File: src/rtl/tmarch_pkg.sv
`timescale 1ns/1ps
package tmarch_pkg;

  typedef enum logic [3:0] {
    PH_IDLE, PH_W0, PH_R0W1_UP, PH_R1W0_UP, PH_R0W1_DN, PH_R1W0_DN,
    PH_R0, PH_SAVE, PH_VSAVE, PH_REST, PH_VREST, PH_DONE
  } phase_t;

  typedef enum logic [1:0] {
    ERR_NONE = 2'd0, ERR_MARCH = 2'd1, ERR_SAVE = 2'd2, ERR_RESTORE = 2'd3
  } err_t;

  localparam int unsigned SEG_SEL_W = 2;
  localparam logic [SEG_SEL_W-1:0] SHADOW_SEG = 2'd3;

  // last sub-step index of a per-word operation in each phase
  function automatic logic [1:0] last_sub(input phase_t ph);
    case (ph)
      PH_W0:              return 2'd0;
      PH_VSAVE, PH_VREST: return 2'd2;
      default:            return 2'd1;
    endcase
  endfunction

  function automatic logic is_down(input phase_t ph);
    return (ph == PH_R0W1_DN) || (ph == PH_R1W0_DN);
  endfunction

  function automatic logic expects_ones(input phase_t ph);
    return (ph == PH_R1W0_UP) || (ph == PH_R1W0_DN);
  endfunction

  function automatic logic is_march_read(input phase_t ph);
    return (ph == PH_R0W1_UP) || (ph == PH_R1W0_UP) || (ph == PH_R0W1_DN) ||
           (ph == PH_R1W0_DN) || (ph == PH_R0);
  endfunction

  function automatic logic is_verify(input phase_t ph);
    return (ph == PH_VSAVE) || (ph == PH_VREST);
  endfunction

  function automatic logic from_target(input phase_t ph);
    return (ph == PH_SAVE) || (ph == PH_VSAVE);
  endfunction

endpackage

File: src/rtl/tmarch_addr_gen.sv
`timescale 1ns/1ps
module tmarch_addr_gen #(
  parameter int unsigned AW = 4
) (
  input  logic          clk,
  input  logic          rst_n,
  input  logic          load_i,
  input  logic          down_i,
  input  logic          step_i,
  output logic [AW-1:0] idx_o,
  output logic          last_o
);
  localparam logic [AW-1:0] ONE = AW'(1);

  logic [AW-1:0] idx_q, idx_d;
  logic          down_q, down_d;

  always_comb begin
    idx_d  = idx_q;
    down_d = down_q;
    if (load_i) begin
      down_d = down_i;
      idx_d  = down_i ? '1 : '0;
    end else if (step_i) begin
      idx_d = down_q ? (idx_q - ONE) : (idx_q + ONE);
    end
  end

  always_ff @(posedge clk or negedge rst_n) begin
    if (!rst_n) begin
      idx_q  <= '0;
      down_q <= 1'b0;
    end else if (load_i || step_i) begin
      idx_q  <= idx_d;
      down_q <= down_d;
    end
  end

  assign idx_o  = idx_q;
  assign last_o = down_q ? (idx_q == '0) : (idx_q == '1);
endmodule

File: src/rtl/tmarch_ctrl.sv
`timescale 1ns/1ps
module tmarch_ctrl
  import tmarch_pkg::*;
(
  input  logic                 clk,
  input  logic                 rst_n,
  input  logic                 start_i,
  input  logic [SEG_SEL_W-1:0] seg_sel_i,
  input  logic                 march_x_i,
  input  logic                 last_i,
  input  logic                 mismatch_i,
  output phase_t               phase_o,
  output logic [1:0]           sub_o,
  output logic [SEG_SEL_W-1:0] mseg_o,
  output logic [SEG_SEL_W-1:0] tgt_o,
  output logic                 load_o,
  output logic                 down_o,
  output logic                 step_o,
  output logic                 accept_o
);
  phase_t                 phase_q, phase_d;
  logic [1:0]             sub_q, sub_d;
  logic [SEG_SEL_W-1:0]   mseg_q, mseg_d, tgt_q, tgt_d;
  logic                   xmode_q, xmode_d;

  always_comb begin
    phase_d  = phase_q;
    sub_d    = sub_q;
    mseg_d   = mseg_q;
    tgt_d    = tgt_q;
    xmode_d  = xmode_q;
    load_o   = 1'b0;
    step_o   = 1'b0;
    accept_o = 1'b0;
    case (phase_q)
      PH_IDLE: begin
        if (start_i) begin
          accept_o = 1'b1;
          phase_d  = PH_W0;
          sub_d    = 2'd0;
          mseg_d   = SHADOW_SEG;       // shadow is always checked first
          tgt_d    = seg_sel_i;
          xmode_d  = march_x_i;
          load_o   = 1'b1;
        end
      end
      PH_DONE: phase_d = PH_IDLE;
      default: begin
        if (mismatch_i) begin
          phase_d = PH_DONE;
          sub_d   = 2'd0;
        end else if (sub_q != last_sub(phase_q)) begin
          sub_d = sub_q + 2'd1;
        end else begin
          sub_d = 2'd0;
          if (!last_i) begin
            step_o = 1'b1;
          end else begin
            load_o = 1'b1;
            case (phase_q)
              PH_W0:      phase_d = PH_R0W1_UP;
              PH_R0W1_UP: phase_d = xmode_q ? PH_R1W0_DN : PH_R1W0_UP;
              PH_R1W0_UP: phase_d = PH_R0W1_DN;
              PH_R0W1_DN: phase_d = PH_R1W0_DN;
              PH_R1W0_DN: phase_d = PH_R0;
              PH_R0: begin
                if (mseg_q != SHADOW_SEG)      phase_d = PH_REST;
                else if (tgt_q == SHADOW_SEG)  phase_d = PH_DONE;
                else                           phase_d = PH_SAVE;
              end
              PH_SAVE:  phase_d = PH_VSAVE;
              PH_VSAVE: begin
                phase_d = PH_W0;
                mseg_d  = tgt_q;
              end
              PH_REST:  phase_d = PH_VREST;
              default:  phase_d = PH_DONE;
            endcase
          end
        end
      end
    endcase
    down_o = is_down(phase_d);
  end

  always_ff @(posedge clk or negedge rst_n) begin
    if (!rst_n) begin
      phase_q <= PH_IDLE;
      sub_q   <= 2'd0;
      mseg_q  <= '0;
      tgt_q   <= '0;
      xmode_q <= 1'b0;
    end else begin
      phase_q <= phase_d;
      sub_q   <= sub_d;
      mseg_q  <= mseg_d;
      tgt_q   <= tgt_d;
      xmode_q <= xmode_d;
    end
  end

  assign phase_o = phase_q;
  assign sub_o   = sub_q;
  assign mseg_o  = mseg_q;
  assign tgt_o   = tgt_q;
endmodule

File: src/rtl/tmarch_err_capture.sv
`timescale 1ns/1ps
module tmarch_err_capture
  import tmarch_pkg::*;
#(
  parameter int unsigned AW = 6
) (
  input  logic          clk,
  input  logic          rst_n,
  input  logic          clear_i,
  input  logic          set_i,
  input  err_t          code_i,
  input  logic [AW-1:0] addr_i,
  output err_t          code_o,
  output logic [AW-1:0] addr_o
);
  err_t          code_q;
  logic [AW-1:0] addr_q;
  logic          upd;

  assign upd = clear_i || set_i;

  always_ff @(posedge clk or negedge rst_n) begin
    if (!rst_n) begin
      code_q <= ERR_NONE;
      addr_q <= '0;
    end else if (upd) begin
      code_q <= clear_i ? ERR_NONE : code_i;
      addr_q <= clear_i ? '0 : addr_i;
    end
  end

  assign code_o = code_q;
  assign addr_o = addr_q;
endmodule

File: src/rtl/tmarch_bist.sv
`timescale 1ns/1ps
module tmarch_bist
  import tmarch_pkg::*;
#(
  parameter int unsigned SEG_AW = 4,
  parameter int unsigned DW     = 8
) (
  input  logic                     clk,
  input  logic                     rst_n,
  input  logic                     start_i,
  input  logic [1:0]               seg_sel_i,
  input  logic                     march_x_i,
  output logic                     ram_en_o,
  output logic                     ram_we_o,
  output logic [SEG_AW+1:0]        ram_addr_o,
  output logic [DW-1:0]            ram_wdata_o,
  input  logic [DW-1:0]            ram_rdata_i,
  output logic                     busy_o,
  output logic                     done_o,
  output logic [1:0]               err_code_o,
  output logic [SEG_AW+1:0]        fail_addr_o
);
  localparam int unsigned ADDR_W = SEG_AW + SEG_SEL_W;

  phase_t               phase;
  logic [1:0]           sub;
  logic [SEG_SEL_W-1:0] mseg, tgt, src_seg, dst_seg, acc_seg, fail_seg;
  logic                 load, down, step, accept, last;
  logic [SEG_AW-1:0]    idx;
  logic                 mismatch;
  err_t                 cmp_code, cap_code;
  logic [DW-1:0]        hold_q;
  logic                 hold_en;

  tmarch_ctrl u_ctrl (
    .clk        (clk),
    .rst_n      (rst_n),
    .start_i    (start_i),
    .seg_sel_i  (seg_sel_i),
    .march_x_i  (march_x_i),
    .last_i     (last),
    .mismatch_i (mismatch),
    .phase_o    (phase),
    .sub_o      (sub),
    .mseg_o     (mseg),
    .tgt_o      (tgt),
    .load_o     (load),
    .down_o     (down),
    .step_o     (step),
    .accept_o   (accept)
  );

  tmarch_addr_gen #(.AW(SEG_AW)) u_addr (
    .clk    (clk),
    .rst_n  (rst_n),
    .load_i (load),
    .down_i (down),
    .step_i (step),
    .idx_o  (idx),
    .last_o (last)
  );

  assign src_seg = from_target(phase) ? tgt : SHADOW_SEG;
  assign dst_seg = from_target(phase) ? SHADOW_SEG : tgt;

  // first word of a verify pair is held for comparison with the second
  assign hold_en = is_verify(phase) && (sub == 2'd1);

  always_ff @(posedge clk or negedge rst_n) begin
    if (!rst_n) begin
      hold_q <= '0;
    end else if (hold_en) begin
      hold_q <= ram_rdata_i;
    end
  end

  always_comb begin
    mismatch = 1'b0;
    cmp_code = ERR_NONE;
    fail_seg = mseg;
    if (is_march_read(phase) && (sub == 2'd1)) begin
      mismatch = ram_rdata_i != (expects_ones(phase) ? {DW{1'b1}} : {DW{1'b0}});
      cmp_code = ERR_MARCH;
    end else if (is_verify(phase) && (sub == 2'd2)) begin
      mismatch = ram_rdata_i != hold_q;
      cmp_code = from_target(phase) ? ERR_SAVE : ERR_RESTORE;
      fail_seg = dst_seg;
    end
  end

  tmarch_err_capture #(.AW(ADDR_W)) u_err (
    .clk     (clk),
    .rst_n   (rst_n),
    .clear_i (accept),
    .set_i   (mismatch),
    .code_i  (cmp_code),
    .addr_i  ({fail_seg, idx}),
    .code_o  (cap_code),
    .addr_o  (fail_addr_o)
  );

  always_comb begin
    ram_en_o    = 1'b0;
    ram_we_o    = 1'b0;
    acc_seg     = mseg;
    ram_wdata_o = '0;
    case (phase)
      PH_W0: begin
        ram_en_o = 1'b1;
        ram_we_o = 1'b1;
      end
      PH_R0W1_UP, PH_R1W0_UP, PH_R0W1_DN, PH_R1W0_DN: begin
        ram_en_o    = 1'b1;
        ram_we_o    = (sub == 2'd1);
        ram_wdata_o = expects_ones(phase) ? {DW{1'b0}} : {DW{1'b1}};
      end
      PH_R0: ram_en_o = (sub == 2'd0);
      PH_SAVE, PH_REST: begin
        ram_en_o    = 1'b1;
        ram_we_o    = (sub == 2'd1);
        acc_seg     = (sub == 2'd0) ? src_seg : dst_seg;
        ram_wdata_o = ram_rdata_i;
      end
      PH_VSAVE, PH_VREST: begin
        ram_en_o = (sub != 2'd2);
        acc_seg  = (sub == 2'd0) ? src_seg : dst_seg;
      end
      default: ;
    endcase
  end

  assign ram_addr_o = {acc_seg, idx};
  assign busy_o     = (phase != PH_IDLE) && (phase != PH_DONE);
  assign done_o     = (phase == PH_DONE);
  assign err_code_o = cap_code;
endmodule

File: config.mk
export PLATFORM = sky130hd
export DESIGN_NAME = tmarch_bist
export DESIGN_NICKNAME = d
export VERILOG_FILES = /design/src/rtl/tmarch_pkg.sv /design/src/rtl/tmarch_addr_gen.sv /design/src/rtl/tmarch_ctrl.sv /design/src/rtl/tmarch_err_capture.sv /design/src/rtl/tmarch_bist.sv
export SDC_FILE = /design/constraint.sdc
export NUM_CORES = 1
export LEC_CHECK = 0
export ABC_AREA = 1
export BUFFER_PORTS_ARGS = -buffer_cell sky130_fd_sc_hd__buf_2
export CORE_MARGIN = 5
export CORE_UTILIZATION = 56
export DETAILED_ROUTE_END_ITERATION = 16
export PLACE_DENSITY = 0.8
export SLEW_MARGIN = 20
export SYNTH_ARGS = -nofsm -noshare
export SYNTH_HDL_FRONTEND = slang
export SYNTH_SLANG_ARGS = --single-unit
File: constraint.sdc
create_clock -name clk -period 2.5 [get_ports clk]
set_clock_uncertainty 0.2 [all_clocks]
set_input_delay 0.75 -clock clk [delete_from_list [all_inputs] [get_ports clk]]
set_output_delay 0.75 -clock clk [all_outputs]
set_load 0.03 [all_outputs]
### Word level (Yosys, flattened, before mapping)

Cells that the tools add are included.

| cells by class | value |
|---|---|
| eq/ne operators | 26 |
| $add $sub $neg | 3 |
| bitwise operators | 1 |
| mux-type cells | 55 |
| reduce and logical (&&, ||, !) cells | 33 |

Operators with widths:

| kind | count |
|---|---|
| $mux W4 | 10 |
| $mux W2 | 19 |
| $pmux W4 S9 | 1 |
| $eq A4 B3 Y1 const B | 6 |
| $eq A4 B4 Y1 const B | 5 |
| $mux W8 | 2 |
| $ne A8 B8 Y1 | 2 |
| $pmux W8 S2 | 1 |
| $mux W1 | 13 |
| $pmux W2 S2 | 3 |
| $logic_or A1 B1 Y1 | 10 |
| $ne A2 B2 Y1 const B | 5 |
| $eq A4 B2 Y1 const B | 2 |
| $logic_not A4 Y1 | 2 |
| $pmux W4 S2 | 1 |
| $reduce_and A2 Y1 | 4 |
| $reduce_or A4 Y1 | 2 |
| $reduce_or A7 Y1 | 1 |
| $mux W6 | 1 |
| $reduce_and A6 Y1 | 1 |
| $reduce_bool A2 Y1 | 3 |
| $reduce_or A2 Y1 | 3 |
| $reduce_or A6 Y1 | 1 |
| $add A4 B1 Y4 const B | 1 |
| 14 further kinds | 19 |

| storage, ports and cells | value |
|---|---|
| register bits | 32 |
| logic and storage cells | 128 |
| output and inout port bits | 26 |
| input port bits | 14 |

### Depth between registers and ports, before layout

| depth | value |
|---|---|
| depth after elaboration | 17 |
| depth in mapped cells | 14 |
| depth with buffers taken out | 13 |

### By module

Synthesis repeated with hierarchy kept, for this count alone.

| unflattened totals | value |
|---|---|
| cell total of the unflattened synthesis | 356 |
| area, all modules | 2466.1 µm² |

By module, submodules not included:

| module | instances | cells each | area each (µm²) |
|---|---|---|---|
| tmarch_bist | 1 | 154 | 913.4 |
| tmarch_ctrl | 1 | 119 | 872.1 |
| tmarch_addr_gen | 1 | 48 | 345.3 |
| tmarch_err_capture | 1 | 35 | 335.3 |

### Worst setup path before layout

Ideal clock, no wire load.

| path | value |
|---|---|
| path kind | reg-to-output |
| start | register u_ctrl.phase_q[1], in the netlist u_ctrl.phase_o[1] |
| end | output ram_addr_o[4] |
| cell stages (with the launch flop) | 8 |
| data arrival time | 1.649 ns |
| buffers on the path | 1 |
| required time | 1.550 ns |
| slack | -0.099 ns |
| cell sequence | dfrtp_1 -> buf_4 -> inv_1 -> nand2_1 -> o21ai_0 -> inv_1 -> or2_2 -> a41oi_1 |

| between the ends | value |
|---|---|
| cells in the longest elaborated chain, start to end | 5 |
| elaborated cells between the ends (all ways) | 10 |
| those cells by class | eq/ne (4); mux (4); reduce/logical (2) |

RTL lines:

| element | line | source |
|---|---|---|
| start: declaration | tmarch_ctrl.sv:21 | `phase_t phase_q, phase_d;` |
| start signal: assignment | tmarch_ctrl.sv:94 | `phase_q <= phase_d;` |
| $eq A4 B3 Y1 or $eq A4 B4 Y1 (tied branches) | tmarch_pkg.sv:43, tmarch_bist.sv:107 |  |
| $logic_or A1 B1 Y1 | tmarch_pkg.sv:43 | `return (ph == PH_SAVE) \|\| (ph == PH_VSAVE);` |
| $mux W2, on equally long branches | tmarch_bist.sv:64, tmarch_bist.sv:63 |  |
| $mux W2 | tmarch_bist.sv:121, tmarch_bist.sv:126 |  |
| $mux W2 * | - |  |
| end: declaration | tmarch_bist.sv:15 | `output logic [SEG_AW+1:0] ram_addr_o,` |

Mark *: on every way between the ends. The rest lies on a longest branch, timed or not.

### Worst setup path after layout

| path | value |
|---|---|
| start | register u_ctrl.phase_q[2], in the netlist u_ctrl.phase_o[2] |
| end | output ram_addr_o[4] |

Same word-level chain as after synthesis.

==> results.toml <==
[final_layout]
final_cells = 438
n_antenna_cell = 0
layout.nets = 409
multi_input_area_sq_um = 1333
regArea_sq_um = 804.5
nFillCells = 265
drive_gt1_share_pct = 32.31
syn_to_final_growth_pct = 37.65

[sta]
fin_crit_sh_pct = 108.5
worst_pin_slew_ns = 0.7206
tns_ns = -1.582
setup_ws_ns = -0.2117
setup_viol = 13
grt_setup_unrepaired = "yes"
slew_viol_final = 0
slew_headroom_pct = 51.96
hold_viol = 0
fmax_mhz = 368.8
min_period_ns = 2.712

[grt]
grt_usage_pct = 24.88
grt_overflow_total = 0
grt_pass1_vias = 2270
antenna_found_initial = 0
grt_max_degree = 33
grt_pass1_wl_mm = 10.23

[setup_path]
cp.arrival_ns = 1.76
crit_type = "reg2out"
crit_required_ns = 1.55
critical-path-max-stage-delay_ns = 0.47
worstPathMaxFanout = 5
r2r_cells = 10
crit_path_top_delay_cell = "dfrtp_2"
end_kind = "primary output"
path_cells = "inv_4, nor2_4, nand2_2, nand2_2, inv_1, nand2_2, a41oi_2, buf_6"
start_kind = "flip-flop"
cp_common_cell = "nand2_2"

[yosys]
synth_cells = 316
synth_seq_cells = 32
synth_compound_area_share_pct = 13.28
synth_xor_area_share_pct = 2.030
syn_area_sq_um = 2157
synth_top_cell_area_share_pct = 37.12
synth_edf_count = 0
synth-main-ff-cell = "dfrtp_1"
ys_top_cells_by_area = "dfrtp_1 37%, nand2_1 16%, o21ai_0 8.1%"
synth.avg_cell_area_sq_um = 6.826
synth_top_family_by_area = "simple AND/OR/NAND/NOR gates"
yosysSeqAreaShare_pct = 37.12
synthMuxAreaShare_pct = 0
synth_area_leader_cell = "dfrtp_1"
synth.top_cells.by_count = "91 x nand2_1, 43 x inv_1, 35 x nor2_1, 35 x o21ai_0, 32 x dfrtp_1"
yosysMostFrequentCell = "nand2_1"
ys_types = 29
synthAdderAreaFrac_pct = 3.828
synth-simple-area-share_pct = 34.51
synthArstFlopShare_pct = 100.0
synth_nets = 336
yosysWarningCount = 0

[cts]
clk_pin_slew_worst_paths_ns = 0.07
root_buffer = "clkbuf_8"
cts_tree = "yes"
cts-htree-levels = 2
clock_latency_ns = 0.30
holdBufCountCts = 0
ctsLongestPathBuffers = 2
cts_sinks = 32
cts_buffers = 5

[placement]
dpl.hpwl_mm = 4.369
gp_congestion = 0.9083
portBuffers = 39
dp.cells = 416

[outcome]
outcome = "finished with violations"
violations = "setup timing"

[die]
die_w_um = 72.07
die_y_um = 72.07
rows = 22
io_pins = 40
die_area_sq_um = 5193
fp.coreArea_sq_um = 3689
start_util_pct = 58.48

[routing]
viasPerCell = 5.527
post_drt_wl_per_cell_um = 15.58
route.detailed.drc = 0
drt_wl_total_mm = 6.825
drtIter0Drc = 245
antenna_left = 0
drt_pass1_iterations = 5
vias = 2421

[flow_run]
drv_cap = 0

[power]
peakVddDrop_v = 0.0007481
p_leak_nw = 1.597
p_total_mw = 3.430
pwr_density_cell_nw_per_um2 = 1155

[min_path]
hold_path.class = "in2async"
==> final cells by class <==
type	instances	share of cell area [%]
Tap cell	48	2.023
Inverter	47	6.110
Clock buffer	5	2.318
Sequential cell	32	27.10
Clock inverter	3	0.8007
Timing Repair Buffer	69	16.77
Multi-Input combinational cell	234	44.88
==> worst max-delay path: cells and delay by family (launching register included) <==
kind                   cells  cell delay [ns]
DFF                        1             0.47
AOI/OAI and AO/OA          1             0.23
buffers and inverters      3             0.41
and+or+nand+nor            4             0.35
==> stage by stage <==
| step | hold slack (ns) | cell area (sq um) | util, % | worst slack [ns] |
|---|---|---|---|---|
| after floorplan | 0.2544 | 2157 | - | -0.09875 |
| after global placement | 0.2875 | 2520 | 68.32 | 0.03952 |
| after detailed placement | 0.2933 | 2520 | 68.32 | 0.03989 |
| after CTS | 0.3139 | 2734 | 74.12 | -0.1524 |
| after global routing | 0.3529 | 2969 | 80.50 | -0.2586 |
| final | 0.3020 | 2969 | 80.50 | -0.2117 |
==> routing by layer <==
metal  wire length, um  global-route usage, %  part of all wire (%)  up-vias
met3               372                  4.432                   5.5       28
met1              2810                  32.04                    41     1123
met2              3364                  39.74                    49      114
met4               278                  13.15                   4.1        0
li1                  -                      -                     -     1156
met5                 0                      0                     0        -
==> state kept, by name, indices dropped and copies added (netlist names) <==
| name | count |
|---|---|
| u_ctrl.mseg_o | 2 |
| u_addr.down_q | 1 |
| u_ctrl.sub_o | 2 |
| u_err.code_o | 2 |
| u_addr.idx_o | 4 |
| u_ctrl.xmode_q | 1 |
| u_ctrl.phase_o | 4 |
| u_ctrl.tgt_o | 2 |
| hold_q | 8 |
| u_err.addr_o | 6 |
==> power by group <==
part / switching, mW / total [mW] / internal (mW)
clock: 0.224 / 0.421 / 0.197
combinational: 1.38 / 2.18 / 0.801
sequential: 0.151 / 0.826 / 0.675
total: 1.76 / 3.43 / 1.67
==> repair_timing <==
action                                  CTS  global route
endpoints found under the setup margin   13            13
gates cloned                              0             2
pin swaps                                 4             5
resized for setup                        30            45
endpoints found under the hold margin     0             0
setup buffers                             6             6
==> layout by cell type (no fill, tap or decap), types with 2 or more instances in the layout <==
| cell type | count |
|---|---|
| a21oi_1 | 7 |
| a41oi_2 | 2 |
| buf_2 | 26 |
| buf_4 | 31 |
| buf_6 | 12 |
| clkbuf_8 | 5 |
| clkinvlp_4 | 2 |
| dfrtp_1 | 29 |
| dfrtp_2 | 3 |
| ha_1 | 5 |
| inv_1 | 41 |
| inv_2 | 4 |
| inv_4 | 2 |
| nand2_1 | 81 |
| nand2_2 | 9 |
| nand2_4 | 4 |
| nand3_1 | 23 |
| nand3_2 | 4 |
| nand4_1 | 5 |
| nor2_1 | 31 |
| nor2_2 | 3 |
| nor2_4 | 7 |
| o211ai_1 | 2 |
| o21ai_0 | 25 |
| o21ai_1 | 6 |
| o21ai_2 | 5 |
| o21ai_4 | 3 |
| xnor2_1 | 5 |
==> cells by family after synthesis <==
group | count (synthesis)
AND/OR/NAND/NOR | 169
XOR/XNOR | 5
flip-flops | 32
AO/OA/AOI/OAI | 53
buffers and inverters | 51
adder cells (fa/ha/maj) | 6
==> final timing paths <==
kind	to	from	slack [ns]
hold reg to reg	hold_q[2]$_DFFE_PN0P_	hold_q[2]$_DFFE_PN0P_	0.31
hold / removal	u_ctrl.tgt_o[1]$_DFFE_PN0P_	rst_n	0.30
max in group asynchronous	u_ctrl.phase_o[2]$_DFF_PN0_	rst_n	1.29
setup / recovery	ram_addr_o[4]	u_ctrl.phase_o[2]$_DFF_PN0_	-0.21
setup reg to reg	u_addr.idx_o[3]$_DFFE_PN0P_	u_ctrl.phase_o[2]$_DFF_PN0_	0.13
min in group clk	hold_q[2]$_DFFE_PN0P_	hold_q[2]$_DFFE_PN0P_	0.31
(Power assumes the default switching activity.)
